--- config.mk ---
export PLATFORM = sky130hd
export DESIGN_NAME = fault_retry_ctrl
export DESIGN_NICKNAME = d
export VERILOG_FILES = /design/src/rtl/frc_pkg.sv /design/src/rtl/frc_retry_timer.sv /design/src/rtl/frc_quiet_timer.sv /design/src/rtl/fault_retry_ctrl.sv
export SDC_FILE = /design/constraint.sdc
export NUM_CORES = 1
export LEC_CHECK = 0
export BUFFER_PORTS_ARGS = -buffer_cell sky130_fd_sc_hd__buf_4
export CAP_MARGIN = 20
export CORE_AREA = 2 2 138 140
export DETAILED_ROUTE_END_ITERATION = 6
export DIE_AREA = 0 0 140 142
export GPL_TIMING_DRIVEN = 1
export PLACE_DENSITY = 0.62
export REMOVE_ABC_BUFFERS = 1
export SYNTH_ARGS = -nofsm -noshare
export SYNTH_HDL_FRONTEND = slang
export SYNTH_HIERARCHICAL = 1
export SYNTH_SLANG_ARGS = --single-unit
--- constraint.sdc ---
create_clock -name clk -period 9.02 [get_ports clk]
set_clock_uncertainty 0.05 [all_clocks]
set_input_delay 0 -clock clk [delete_from_list [all_inputs] [get_ports clk]]
set_output_delay 0 -clock clk [all_outputs]
set_load 0.01 [all_outputs]
--- src/rtl/frc_pkg.sv ---
package frc_pkg;
    localparam int RCNT_W = 11;

    typedef enum logic [1:0] {
        ST_OFF,
        ST_ON,
        ST_WAIT,
        ST_LOCK
    } frc_state_t;

    localparam logic [1:0] DM_LATCH = 2'b00;
    localparam logic [1:0] DM_MIN   = 2'b01;
    localparam logic [1:0] DM_PROG  = 2'b10;
endpackage

--- src/rtl/frc_retry_timer.sv ---
module frc_retry_timer #(
    parameter int PER_W   = 24,
    parameter int MIN_DLY = 8
) (
    input  logic             clk,
    input  logic             rst_n,
    input  logic             clr,
    input  logic             load,
    input  logic             use_min,
    input  logic [PER_W-1:0] period,
    input  logic             run,
    output logic             expire,
    output logic [PER_W-1:0] dly_len
);
    logic [PER_W-1:0] rem;
    logic [PER_W-1:0] d_val;

    // The delay is sampled here, at the edge that sets the latch.
    always_comb begin
        if (use_min)
            d_val = PER_W'(MIN_DLY);
        else if (period == '0)
            d_val = PER_W'(1);
        else
            d_val = period;
    end

    always_ff @(posedge clk or negedge rst_n) begin
        if (!rst_n) begin
            rem     <= '0;
            dly_len <= '0;
        end else if (clr) begin
            rem     <= '0;
            dly_len <= '0;
        end else if (load) begin
            rem     <= d_val;
            dly_len <= d_val;
        end else if (run && rem != '0) begin
            rem <= rem - PER_W'(1);
        end
    end

    assign expire = run && (rem == PER_W'(1));

    // The timer never runs empty while the controller waits.
    assert_wait_live_R5: assert property (@(posedge clk) disable iff (!rst_n)
        run |-> rem != '0);
endmodule

--- src/rtl/frc_quiet_timer.sv ---
module frc_quiet_timer #(
    parameter int LEN_W = 24
) (
    input  logic             clk,
    input  logic             rst_n,
    input  logic             clr,
    input  logic             restart,
    input  logic             run,
    input  logic [LEN_W-1:0] len,
    output logic             quiet
);
    localparam int QW = LEN_W + 3;

    logic [QW-1:0] win;
    logic [QW-1:0] q;
    logic          at_end;

    assign win    = ({3'b000, len} << 3) - {3'b000, len};
    assign at_end = (len != '0) && (q == win - QW'(1));

    always_ff @(posedge clk or negedge rst_n) begin
        if (!rst_n)
            q <= '0;
        else if (clr || restart)
            q <= '0;
        else if (run && !at_end)
            q <= q + QW'(1);
    end

    assign quiet = run && at_end;

    assert_quiet_bound_R9: assert property (@(posedge clk) disable iff (!rst_n)
        (len != '0) |-> q < win);
endmodule

--- src/rtl/fault_retry_ctrl.sv ---
module fault_retry_ctrl
    import frc_pkg::*;
#(
    parameter int N_FAULT = 4,
    parameter int PER_W   = 24,
    parameter int MIN_DLY = 8
) (
    input  logic                 clk,
    input  logic                 rst_n,
    input  logic                 enable_in,
    input  logic                 uv_flag,
    input  logic [N_FAULT-1:0]   fault_req,
    input  logic [1:0]           dly_mode,
    input  logic [PER_W-1:0]     dly_period,
    input  logic [2:0]           cnt_sel,
    output logic                 sw_en,
    output logic                 latched_off,
    output logic [RCNT_W-1:0]    retry_cnt
);
    localparam logic [RCNT_W-1:0] CNT_MAX = '1;

    frc_state_t       state, nxt;
    logic             ext_rst, any_fault, fault_ev, retry_mode, retry_ok;
    logic             go_wait, go_lock, expire, quiet, lim_inf;
    logic [RCNT_W-1:0] lim_val;
    logic [PER_W-1:0] dly_len;

    assign ext_rst    = !enable_in || uv_flag;
    assign any_fault  = |fault_req;
    assign fault_ev   = !ext_rst && any_fault && (state == ST_ON || state == ST_OFF);
    assign retry_mode = (dly_mode == DM_MIN) || (dly_mode == DM_PROG);

    always_comb begin
        lim_inf = (cnt_sel > 3'd4);
        lim_val = RCNT_W'(1) << ({1'b0, cnt_sel} * 4'd2 + 4'd2);
    end

    assign retry_ok = retry_mode && (lim_inf || retry_cnt < lim_val);
    assign go_wait  = fault_ev && retry_ok;
    assign go_lock  = fault_ev && !retry_ok;

    // Next-state logic
    always_comb begin
        nxt = state;
        unique case (state)
            ST_OFF:  nxt = go_wait ? ST_WAIT : (go_lock ? ST_LOCK : ST_ON);
            ST_ON:   nxt = go_wait ? ST_WAIT : (go_lock ? ST_LOCK : ST_ON);
            ST_WAIT: nxt = expire ? ST_ON : ST_WAIT;
            ST_LOCK: nxt = ST_LOCK;
        endcase
        if (ext_rst)
            nxt = ST_OFF;
    end

    // State register
    always_ff @(posedge clk or negedge rst_n) begin
        if (!rst_n)
            state <= ST_OFF;
        else
            state <= nxt;
    end

    // Retry counter
    always_ff @(posedge clk or negedge rst_n) begin
        if (!rst_n)
            retry_cnt <= '0;
        else if (ext_rst)
            retry_cnt <= '0;
        else if (state == ST_WAIT && expire) begin
            if (retry_cnt != CNT_MAX)
                retry_cnt <= retry_cnt + RCNT_W'(1);
        end else if (state == ST_ON && quiet && !fault_ev)
            retry_cnt <= '0;
    end

    // Outputs
    always_comb begin
        sw_en       = (state == ST_ON);
        latched_off = (state == ST_LOCK);
    end

    frc_retry_timer #(.PER_W(PER_W), .MIN_DLY(MIN_DLY)) u_dly (
        .clk     (clk),
        .rst_n   (rst_n),
        .clr     (ext_rst),
        .load    (go_wait),
        .use_min (dly_mode == DM_MIN),
        .period  (dly_period),
        .run     (state == ST_WAIT),
        .expire  (expire),
        .dly_len (dly_len)
    );

    frc_quiet_timer #(.LEN_W(PER_W)) u_quiet (
        .clk     (clk),
        .rst_n   (rst_n),
        .clr     (ext_rst),
        .restart (fault_ev),
        .run     (state == ST_ON || state == ST_WAIT),
        .len     (dly_len),
        .quiet   (quiet)
    );

    assert_fault_drop_R2: assert property (@(posedge clk) disable iff (!rst_n)
        (sw_en && any_fault && !ext_rst) |=> !sw_en);

    assert_ext_clear_R3: assert property (@(posedge clk) disable iff (!rst_n)
        ext_rst |=> (!sw_en && !latched_off && retry_cnt == '0));

    assert_latch_hold_R7: assert property (@(posedge clk) disable iff (!rst_n)
        (latched_off && !ext_rst) |=> latched_off);

    assert_latchoff_mode_R4: assert property (@(posedge clk) disable iff (!rst_n)
        (fault_ev && !retry_mode) |=> latched_off);

    assert_count_step_R5: assert property (@(posedge clk) disable iff (!rst_n)
        !ext_rst |=> (retry_cnt == $past(retry_cnt) ||
                      retry_cnt == $past(retry_cnt) + RCNT_W'(1) ||
                      retry_cnt == '0));

    assert_no_lock_unlimited_R8: assert property (@(posedge clk) disable iff (!rst_n)
        (fault_ev && lim_inf && retry_mode) |=> !latched_off);
endmodule

==> results_dict.tcl, run 1 <==
set metrics [dict create \
    hold_viol 0 \
    synth_top_area_share_pct 30.6 \
    clkTransAtPathRegs_ns 0.07 \
    grtUsageTotal_pct 22.6 \
    timing.hold.worst.class "in2reg" \
    status "finished clean" \
    yosys.area.top_type "dfrtp_1" \
    hpwl_mm 16.8 \
    max_freq_ghz 0.241 \
    gr-usage-met2_pct 35.2 \
    wirelength_mm 22.2 \
    synth_warnings 6 \
    gr-usage-met3_pct 4.14 \
    cp.required_ns 9.20 \
    power_mw 1.01 \
    yosysUniqueCellTypes 97 \
    drive_gt1_share_pct 11.3 \
    cts_root_buf "clkbuf_16" \
    rows 50 \
    ctsResizeCount 0 \
    clock-sinks 88 \
    cts_buffer_depth 2 \
    min_path_cells 4 \
    hold_end "retry_cnt[7]$_DFFE_PN0P_" \
    place_area_mm2 0.00770 \
    htreeDepth 3 \
    die_w_um 140 \
    first_pass_iters 7 \
    synth_most_common_cell "nand2_1" \
    setup.worst_path.class "reg2reg" \
    holdCritStartpoint "enable_in" \
    crit_path_end_kind "register" \
    grt_start_max_net_pins 48 \
    peakVddDrop_mv 0.0900 \
    ys_top_cells_by_count "nand2_1, dfrtp_1, a21oi_1" \
    numPortBuffers 49 \
    async_flop_share_pct 100 \
    cts_buffers 9 \
    place_congestion 0.939 \
    cp_cell_sequence "inv_1 -> ha_1 -> xor2_1 -> o21ai_0 -> a2111oi_0 -> o2111ai_1 -> nor4_1 -> nand4_1 -> or4_1 -> nor3_1 -> a41oi_2 -> o211ai_1 -> nand3_1" \
    reg2reg_to "retry_cnt[7]$_DFFE_PN0P_" \
    post-route-drc-count 0 \
    fin_nets 1004 \
    clk-insertion-delay-late_ns 0.36 \
    initial_core_util_pct 39.0 \
    grt-ovfl-total 0 \
    cts_tree "done" \
    synthTopCellsByArea "dfrtp_1, ha_1, nand2_1" \
    finalSetupViolations 0 \
    pin_count 50 \
    cpPeakStageDelay_ns 0.54 \
    num_vias 7086 \
    core-area_mm2 0.0185 \
    initialDrtViolationCount 545 \
    grt_pass1_wl_mm 35.8 \
    tns_ns 0 \
    reg2reg_slack_ns 4.87 \
    ys_ff_latch 88 \
    maxCapViolations 0 \
    startpoint_type "register" \
    fin_crit_sh_pct 46.0 \
    grt_pass1_vias 6671 \
    synth-edff-count 0 \
    synth_area_mm2 0.00719 \
    stdcell_area_mm2 0.00826 \
    yosysSeqAreaShare_pct 30.6 \
    insertedDiodeCount 0 \
    tightest_slew_ns 0.996 \
    ys.flop_type "dfrtp_1" \
    syn_inst 876 \
    relSlewSlack_pct 33.5 \
    die-area_mm2 0.0199 \
    r2r_cells 13 \
    p_leak_nw 3.48 \
    drt-vias-per-instance 6.06 \
    crit_fanout 9 \
    fp.dieH_um 142 \
    cp_slowest_cell "or4_1" \
    finalCriticalPeriod_ns 4.15 \
    report.final.slew_viol_count 0 \
    wl_per_cell_um 19.0 \
    syn2layout_area_growth_pct 14.8 \
    reg2reg_from "u_dly/dly_len[11]$_DFFE_PN0P_" \
    rsz0062_at_grt "false" \
    syn_avg_cell_area_um2 8.21 \
    antenna_found_initial 0 \
    met1_usage_pct 32.0 \
    cp_data_arrival_time_ns 4.33 \
    antenna_left 0 \
    top_usage_layer "met2" \
    p_per_area_mw_per_mm2 122 \
]
==> worst max-delay path by stage <==
stage,from,slack [ns],depth (start not counted),to
finish,u_dly/dly_len[11]$_DFFE_PN0P_,4.87,13,retry_cnt[7]$_DFFE_PN0P_
global route,u_dly/dly_len[11]$_DFFE_PN0P_,4.47,13,retry_cnt[7]$_DFFE_PN0P_
CTS,u_dly/dly_len[0]$_DFFE_PN0P_,4.92,13,retry_cnt[7]$_DFFE_PN0P_
detailed placement,u_dly/dly_len[0]$_DFFE_PN0P_,4.93,13,retry_cnt[7]$_DFFE_PN0P_
global placement,u_dly/dly_len[0]$_DFFE_PN0P_,4.96,13,retry_cnt[7]$_DFFE_PN0P_
floorplan,retry_cnt[2]$_DFFE_PN0P_,5.05,10,u_dly/rem[20]$_DFFE_PN0P_
==> state kept, by name (all words and copies together), names as in the netlist <==
name           flops
u_quiet/q         27
u_dly/dly_len     24
u_dly/rem         24
retry_cnt         11
state              2
==> final cells by class <==
class	instances	area, µm²
Timing Repair Buffer	82	678
Multi-Input combinational cell	712	4640
Sequential cell	88	2200
Fill cell	1819	10200
Clock buffer	10	229
Inverter	37	139
Clock inverter	6	75.1
Tap cell	234	293
==> power breakdown <==
part,switching [mW],leakage [nW],internal [mW]
registers,0.00747,1.22,0.400
clock network,0.174,0.146,0.220
logic,0.125,2.11,0.0799
==> through the flow <==
step	hold WS [ns]	setup slack [ns]	utilization, %	std cells
6_report	0.0223	4.87	44.7	1169
5_1_grt	0.0166	4.47	44.7	1169
4_1_cts	0.0136	4.92	44.7	1169
3_5_place_dp	-0.0213	4.93	41.7	1128
3_3_place_gp	-0.0242	4.96	41.7	1128
2_1_floorplan	-0.346	5.05	-	837
==> kinds of logic after synthesis <==
| kind of cell | count (synthesis) | synth area share (%) |
|---|---|---|
| compound gates | 244 | 23.4 |
| xor+xnor | 34 | 4.14 |
| fa+ha+maj | 37 | 6.54 |
| buf+inv | 76 | 4.82 |
| flops | 88 | 30.6 |
| mux | 8 | 1.13 |
| simple gates | 389 | 29.3 |
==> per-layer routing <==
metal	vias to the layer above	wire length [µm]	share of wire [%]
met2	194	10200	46
met3	32	1150	5.2
met1	3438	10400	47
met5	-	0	0
met4	0	405	1.8
li1	3422	-	-
==> worst max-delay path: cells and delay by family, from the launching register on <==
kind | cells | cell delay (ns)
flops | 1 | 0.40
buf+inv | 1 | 0.06
compound gates | 5 | 1.40
xor+xnor | 1 | 0.33
fa+ha+maj | 1 | 0.44
simple gates | 5 | 1.36
==> cell usage in the layout, fill, tap and decap left out, types with 11 or more instances in the layout <==
master / synthesis / final
nand2_1: 109 / 109
dfrtp_1: 88 / 88
a21oi_1: 72 / 72
buf_4: 2 / 57
nor2_1: 49 / 49
o21ai_0: 40 / 40
nand3_1: 39 / 39
ha_1: 36 / 36
inv_1: 35 / 35
or3_1: 30 / 30
nor4_1: 28 / 28
nand4_1: 25 / 25
dlygate4sd3_1: 0 / 25
nor3_1: 23 / 23
xnor2_1: 18 / 18
xor2_1: 16 / 16
or4_1: 15 / 15
o211ai_1: 14 / 14
and3_1: 12 / 12
a21o_1: 11 / 11
==> timing repair <==
| action | CTS | global route |
|---|---|---|
| setup endpoints to repair | 0 | 0 |
| endpoints found under the hold margin | 72 | 0 |
| hold buffers | 25 | 0 |
| setup buffers | 0 | 0 |
Power figures use the tool's default switching activity.
==> inputs of run 2 (changes only) <==
--- a/config.mk
+++ b/config.mk
@@ -11,7 +11,7 @@
 export DETAILED_ROUTE_END_ITERATION = 6
 export DIE_AREA = 0 0 140 142
 export GPL_TIMING_DRIVEN = 1
-export PLACE_DENSITY = 0.62
+export PLACE_DENSITY = 0.64
 export REMOVE_ABC_BUFFERS = 1
 export SYNTH_ARGS = -nofsm -noshare
 export SYNTH_HDL_FRONTEND = slang
==> constraint.sdc (replaced) <==
create_clock -name clk -period 3.4 [get_ports clk]
set_clock_uncertainty 0.05 [all_clocks]
set_input_delay 0 -clock clk [delete_from_list [all_inputs] [get_ports clk]]
set_output_delay 0 -clock clk [all_outputs]
set_load 0.01 [all_outputs]
==> results_dict.tcl, run 2 (synthesis results as in run 1) <==
set metrics [dict create \
    drt-vias-per-instance 5.79 \
    startpoint_type "register" \
    place_inst 1284 \
    fin_ws_ns -0.216 \
    core-area_mm2 0.0185 \
    clk-insertion-delay-late_ns 0.36 \
    p_leak_nw 4.47 \
    grt_pass1_vias 7359 \
    initialDrtViolationCount 582 \
    reg2reg_to "u_quiet/q[5]$_DFFE_PN0P_" \
    die_w_um 140 \
    setup.worst_path.class "reg2reg" \
    cts_buffer_depth 2 \
    cts_root_buf "clkbuf_16" \
    p_per_area_mw_per_mm2 271 \
    clkTransAtPathRegs_ns 0.07 \
    grt_start_max_net_pins 78 \
    report.final.slew_viol_count 0 \
    top_regs "u_quiet/q (27), u_dly/dly_len (24), u_dly/rem (24)" \
    crit_path_end_kind "register" \
    antenna_left 0 \
    htreeDepth 3 \
    place_congestion 0.985 \
    syn2layout_area_growth_pct 41.7 \
    layout_common_cells "buf_4, nand2_1, dfrtp_1, a21oi_1, nor2_1" \
    rsz0062_at_grt "true" \
    peakVddDrop_mv 0.239 \
    clock-sinks 88 \
    finalSetupViolations 38 \
    initial_core_util_pct 39.0 \
    holdCritStartpoint "dly_period[1]" \
    violations "negative setup slack" \
    fillers 1656 \
    num_vias 7807 \
    rows 50 \
    cts_buffers 9 \
    die-area_mm2 0.0199 \
    cp.required_ns 3.64 \
    antenna_found_initial 0 \
    crit_fanout 4 \
    wl_per_cell_um 18.1 \
    reg2reg_from "u_dly/dly_len[0]$_DFFE_PN0P_" \
    r2r_cells 17 \
    finalCriticalPeriod_ns 3.62 \
    fin_nets 1183 \
    cts_tree "done" \
    pin_count 50 \
    relSlewSlack_pct 47.5 \
    tightest_slew_ns 0.783 \
    grt_pass1_wl_mm 38.2 \
    power_mw 2.76 \
    maxCapViolations 0 \
    largest_register "u_quiet/q" \
    reg2reg_slack_ns -0.22 \
    grtUsageTotal_pct 24.1 \
    max_freq_ghz 0.277 \
    insertedDiodeCount 0 \
    hold_end "u_dly/dly_len[1]$_DFFE_PN0P_" \
    tns_ns -4.38 \
    numPortBuffers 49 \
    min_path_cells 3 \
    fin_util_pct 55.2 \
    fp.dieH_um 142 \
    post-route-drc-count 0 \
    status "complete, but fails checks" \
    largest_reg_flops 27 \
    cp_data_arrival_time_ns 3.86 \
    final_cells 1348 \
    drive_gt1_share_pct 31.8 \
    hpwl_mm 18.0 \
    wirelength_mm 24.5 \
    first_pass_iters 5 \
    timing.hold.worst.class "in2reg" \
    grt-ovfl-total 0 \
    fin_crit_sh_pct 106 \
    hold_viol 0 \
    mostFrequentLayoutCell "buf_4" \
]
## run 2: changes by cell type in the layout (fill, tap and decap cells not counted), sizes merged
| cell | previous run | this run |
|---|---|---|
| a41oi | 1 | 2 |
| buf | 57 | 233 |
| bufinv | 1 | 0 |
| clkinvlp | 1 | 2 |
| dlygate4sd3 | 25 | 26 |
| inv | 39 | 40 |
## run 2: worst max-delay path by stage
stage                            startpoint                        end  slack (ns)
3_3_place_gp   u_dly/dly_len[0]$_DFFE_PN0P_   retry_cnt[7]$_DFFE_PN0P_       -0.35
6_report       u_dly/dly_len[0]$_DFFE_PN0P_   u_quiet/q[5]$_DFFE_PN0P_       -0.22
2_1_floorplan      retry_cnt[2]$_DFFE_PN0P_  u_dly/rem[20]$_DFFE_PN0P_       -0.57
4_1_cts        u_dly/dly_len[0]$_DFFE_PN0P_  u_quiet/q[13]$_DFFE_PN0P_       -0.11
5_1_grt        u_dly/dly_len[3]$_DFFE_PN0P_   u_quiet/q[5]$_DFFE_PN0P_       -0.35
3_5_place_dp   u_dly/dly_len[0]$_DFFE_PN0P_   retry_cnt[7]$_DFFE_PN0P_       -0.42
## run 2: critical path: stages, from the launching register on
cell and delay [ns]:
dfrtp_1 0.39, ha_2 0.20, fa_2 0.34, a21o_1 0.24
a221oi_4 0.35, buf_6 0.16, buf_6 0.10, nor3_4 0.03
mux2_4 0.30, buf_6 0.12, o311a_1 0.09, nand4_1 0.10
buf_4 0.14, nor4_4 0.05, buf_6 0.13, clkbuf_16 0.14
or4_4 0.48, a21oi_2 0.15
## run 2: stage by stage
stage	setup WS, ns	cell area [µm²]	hold slack [ns]
after floorplan	-0.569	6980	-0.346
after global placement	-0.352	8900	0.190
after detailed placement	-0.417	8900	0.196
after CTS	-0.109	9730	0.00694
after global routing	-0.350	10200	0.0179
final	-0.216	10200	0.0199
## run 2: area by class of cell
type / count / area [µm²] / area share (%)
repair buffers: 260 / 2180 / 21.4
flip-flops and latches: 88 / 2200 / 21.6
inverters: 37 / 139 / 1.36
multi-input cells: 713 / 5090 / 50.0
clock buffers: 9 / 225 / 2.21
clock inverters: 7 / 60.1 / 0.589
well taps: 234 / 293 / 2.87
## run 2: power breakdown
| part | internal (mW) | switching (mW) | leakage [nW] |
|---|---|---|---|
| clock | 0.510 | 0.485 | 0.136 |
| combinational | 0.310 | 0.377 | 3.12 |
| sequential | 1.06 | 0.0185 | 1.22 |
## run 2: metal layers
metal | wire length [µm] | vias up | track usage [%]
li1 | - | 3788 | -
met1 | 10900 | 3716 | 33.0
met2 | 11600 | 250 | 39.0
met3 | 1220 | 53 | 2.83
met4 | 747 | 0 | 9.57
met5 | 0 | - | 0
## run 2: repair_timing
| action | 4_1_cts | 5_1_grt |
|---|---|---|
| resized for setup | 35 | 74 |
| setup endpoints to repair | 38 | 38 |
| hold buffers | 25 | 1 |
| gates cloned | 3 | 1 |
| pin swaps | 35 | 46 |
| setup buffers | 9 | 9 |
| hold endpoints to repair | 107 | 9 |
==> inputs of run 3 (changes only) <==
==> constraint.sdc (replaced) <==
create_clock -name clk -period 3.3 [get_ports clk]
set_clock_uncertainty 0.05 [all_clocks]
set_input_delay 0 -clock clk [delete_from_list [all_inputs] [get_ports clk]]
set_output_delay 0 -clock clk [all_outputs]
set_load 0.01 [all_outputs]
==> results_dict.tcl, run 3 (synthesis results as in run 1) <==
set metrics [dict create \
    grtUsageTotal_pct 25.1 \
    syn2layout_area_growth_pct 40.3 \
    finalCriticalPeriod_ns 3.53 \
    hold_end "u_dly/dly_len[1]$_DFFE_PN0P_" \
    reg2reg_slack_ns -0.23 \
    die_w_um 140 \
    htreeDepth 3 \
    maxCapViolations 0 \
    grt-ovfl-total 0 \
    cp.depth 14 \
    fin_ws_ns -0.235 \
    largest_register "u_quiet/q" \
    tightest_slew_ns 0.844 \
    startpoint_type "register" \
    top_usage_layer "met2" \
    gr-usage-met3_pct 3.26 \
    met1_usage_pct 33.7 \
    top_regs "u_quiet/q (27), u_dly/dly_len (24), u_dly/rem (24)" \
    path_buf_inv 1 \
    p_per_area_mw_per_mm2 280 \
    cts_tree "done" \
    core-area_mm2 0.0185 \
    wl_per_cell_um 18.7 \
    p_leak_nw 4.43 \
    antenna_found_initial 0 \
    report.final.slew_viol_count 0 \
    clkTransAtPathRegs_ns 0.07 \
    cp_data_arrival_time_ns 3.72 \
    pin_count 50 \
    initialDrtViolationCount 566 \
    drive_gt1_share_pct 31.1 \
    clock-sinks 88 \
    peakVddDrop_mv 0.256 \
    cts_buffers 9 \
    crit_fanout 4 \
    grt_start_max_net_pins 47 \
    final_cells 1339 \
    insertedDiodeCount 0 \
    cpPeakStageDelay_ns 0.55 \
    max_freq_ghz 0.283 \
    crit_path_end_kind "register" \
    reg2reg_to "retry_cnt[4]$_DFFE_PN0P_" \
    place_inst 1286 \
    post-route-drc-count 0 \
    timing.hold.worst.class "in2reg" \
    drt-vias-per-instance 5.93 \
    reg2reg_from "u_dly/dly_len[0]$_DFFE_PN0P_" \
    antenna_left 0 \
    wirelength_mm 25.0 \
    mostFrequentLayoutCell "buf_4" \
    finalSetupViolations 38 \
    r2r_cells 14 \
    fin_util_pct 54.7 \
    hold_viol 0 \
    cp_cell_sequence "ha_4 -> fa_2 -> a21o_4 -> a221oi_4 -> nor4_2 -> or2_1 -> xor2_1 -> nand4_1 -> or4_4 -> nor3_4 -> buf_6 -> a41o_1 -> or4_1 -> nand2_1" \
    layout_common_cells "buf_4, nand2_1, dfrtp_1, a21oi_1, nor2_1" \
    grt_pass1_wl_mm 40.0 \
    holdCritStartpoint "dly_period[1]" \
    numPortBuffers 49 \
    cts_root_buf "clkbuf_16" \
    critical_path.top_delay_family "simple AND/OR/NAND/NOR gates" \
    cp.required_ns 3.49 \
    largest_reg_flops 27 \
    fp.dieH_um 142 \
    tns_ns -4.84 \
    initial_core_util_pct 39.0 \
    first_pass_iters 7 \
    place_congestion 0.959 \
    hpwl_mm 18.5 \
    rows 50 \
    fin_nets 1175 \
    relSlewSlack_pct 43.2 \
    fin_crit_sh_pct 107 \
    violations "negative setup slack" \
    min_path_cells 3 \
    num_vias 7937 \
    die-area_mm2 0.0199 \
    cts_buffer_depth 2 \
    rsz0062_at_grt "true" \
    clk-insertion-delay-late_ns 0.36 \
    grt_pass1_vias 7629 \
    setup.worst_path.class "reg2reg" \
    cp_slowest_cell "or4_4" \
    status "complete, but fails checks" \
    gr-usage-met2_pct 42.2 \
]
[run 3: worst min-delay path, stage by stage]
cell     delay (ns)
buf_4          0.12
nand2_1        0.16
a21oi_1        0.10
[run 3: what timing repair did]
action	in CTS	in global routing
endpoints found under the setup margin	38	38
gates cloned	1	0
gates resized for setup	55	48
hold buffers	26	0
endpoints found under the hold margin	121	0
setup buffers	9	2
pin swaps	24	14
[run 3: cell type report]
type	count	area [µm²]
inverters	37	139
fillers	1694	8370
multi-input cells	713	5130
clock buffers	10	239
flip-flops and latches	88	2210
repair buffers	252	2040
well taps	234	293
clock inverters	5	42.5
[run 3: per-stage QoR]
stage,total power [mW],setup slack (ns),cell area (µm²),hold WS (ns)
finish,2.82,-0.235,10100,0.0181
global route,2.95,-0.367,10100,0.0257
CTS,2.82,-0.179,9810,0.0119
detailed placement,1.76,-0.524,8930,-0.166
global placement,1.75,-0.453,8930,-0.168
floorplan,1.48,-0.669,6980,-0.346
[run 3: report_power, final]
part / internal (mW) / switching (mW)
Clock: 0.534 / 0.467
Combinational: 0.321 / 0.391
Sequential: 1.09 / 0.0187
[run 3: layer usage]
| metal | wire, µm | part of all wire (%) |
|---|---|---|
| met4 | 704 | 2.8 |
| met1 | 11000 | 44 |
| met5 | 0 | 0 |
| met3 | 1220 | 4.9 |
| met2 | 12100 | 48 |
[run 3: how the worst max path moves through the flow]
| stage | slack [ns] | start | endpoint |
|---|---|---|---|
| floorplan | -0.67 | retry_cnt[2]$_DFFE_PN0P_ | u_dly/rem[20]$_DFFE_PN0P_ |
| global placement | -0.45 | u_dly/dly_len[0]$_DFFE_PN0P_ | retry_cnt[7]$_DFFE_PN0P_ |
| detailed placement | -0.52 | u_dly/dly_len[3]$_DFFE_PN0P_ | retry_cnt[7]$_DFFE_PN0P_ |
| CTS | -0.18 | u_dly/dly_len[0]$_DFFE_PN0P_ | retry_cnt[4]$_DFFE_PN0P_ |
| global route | -0.37 | u_dly/dly_len[0]$_DFFE_PN0P_ | retry_cnt[4]$_DFFE_PN0P_ |
| finish | -0.23 | u_dly/dly_len[0]$_DFFE_PN0P_ | retry_cnt[4]$_DFFE_PN0P_ |
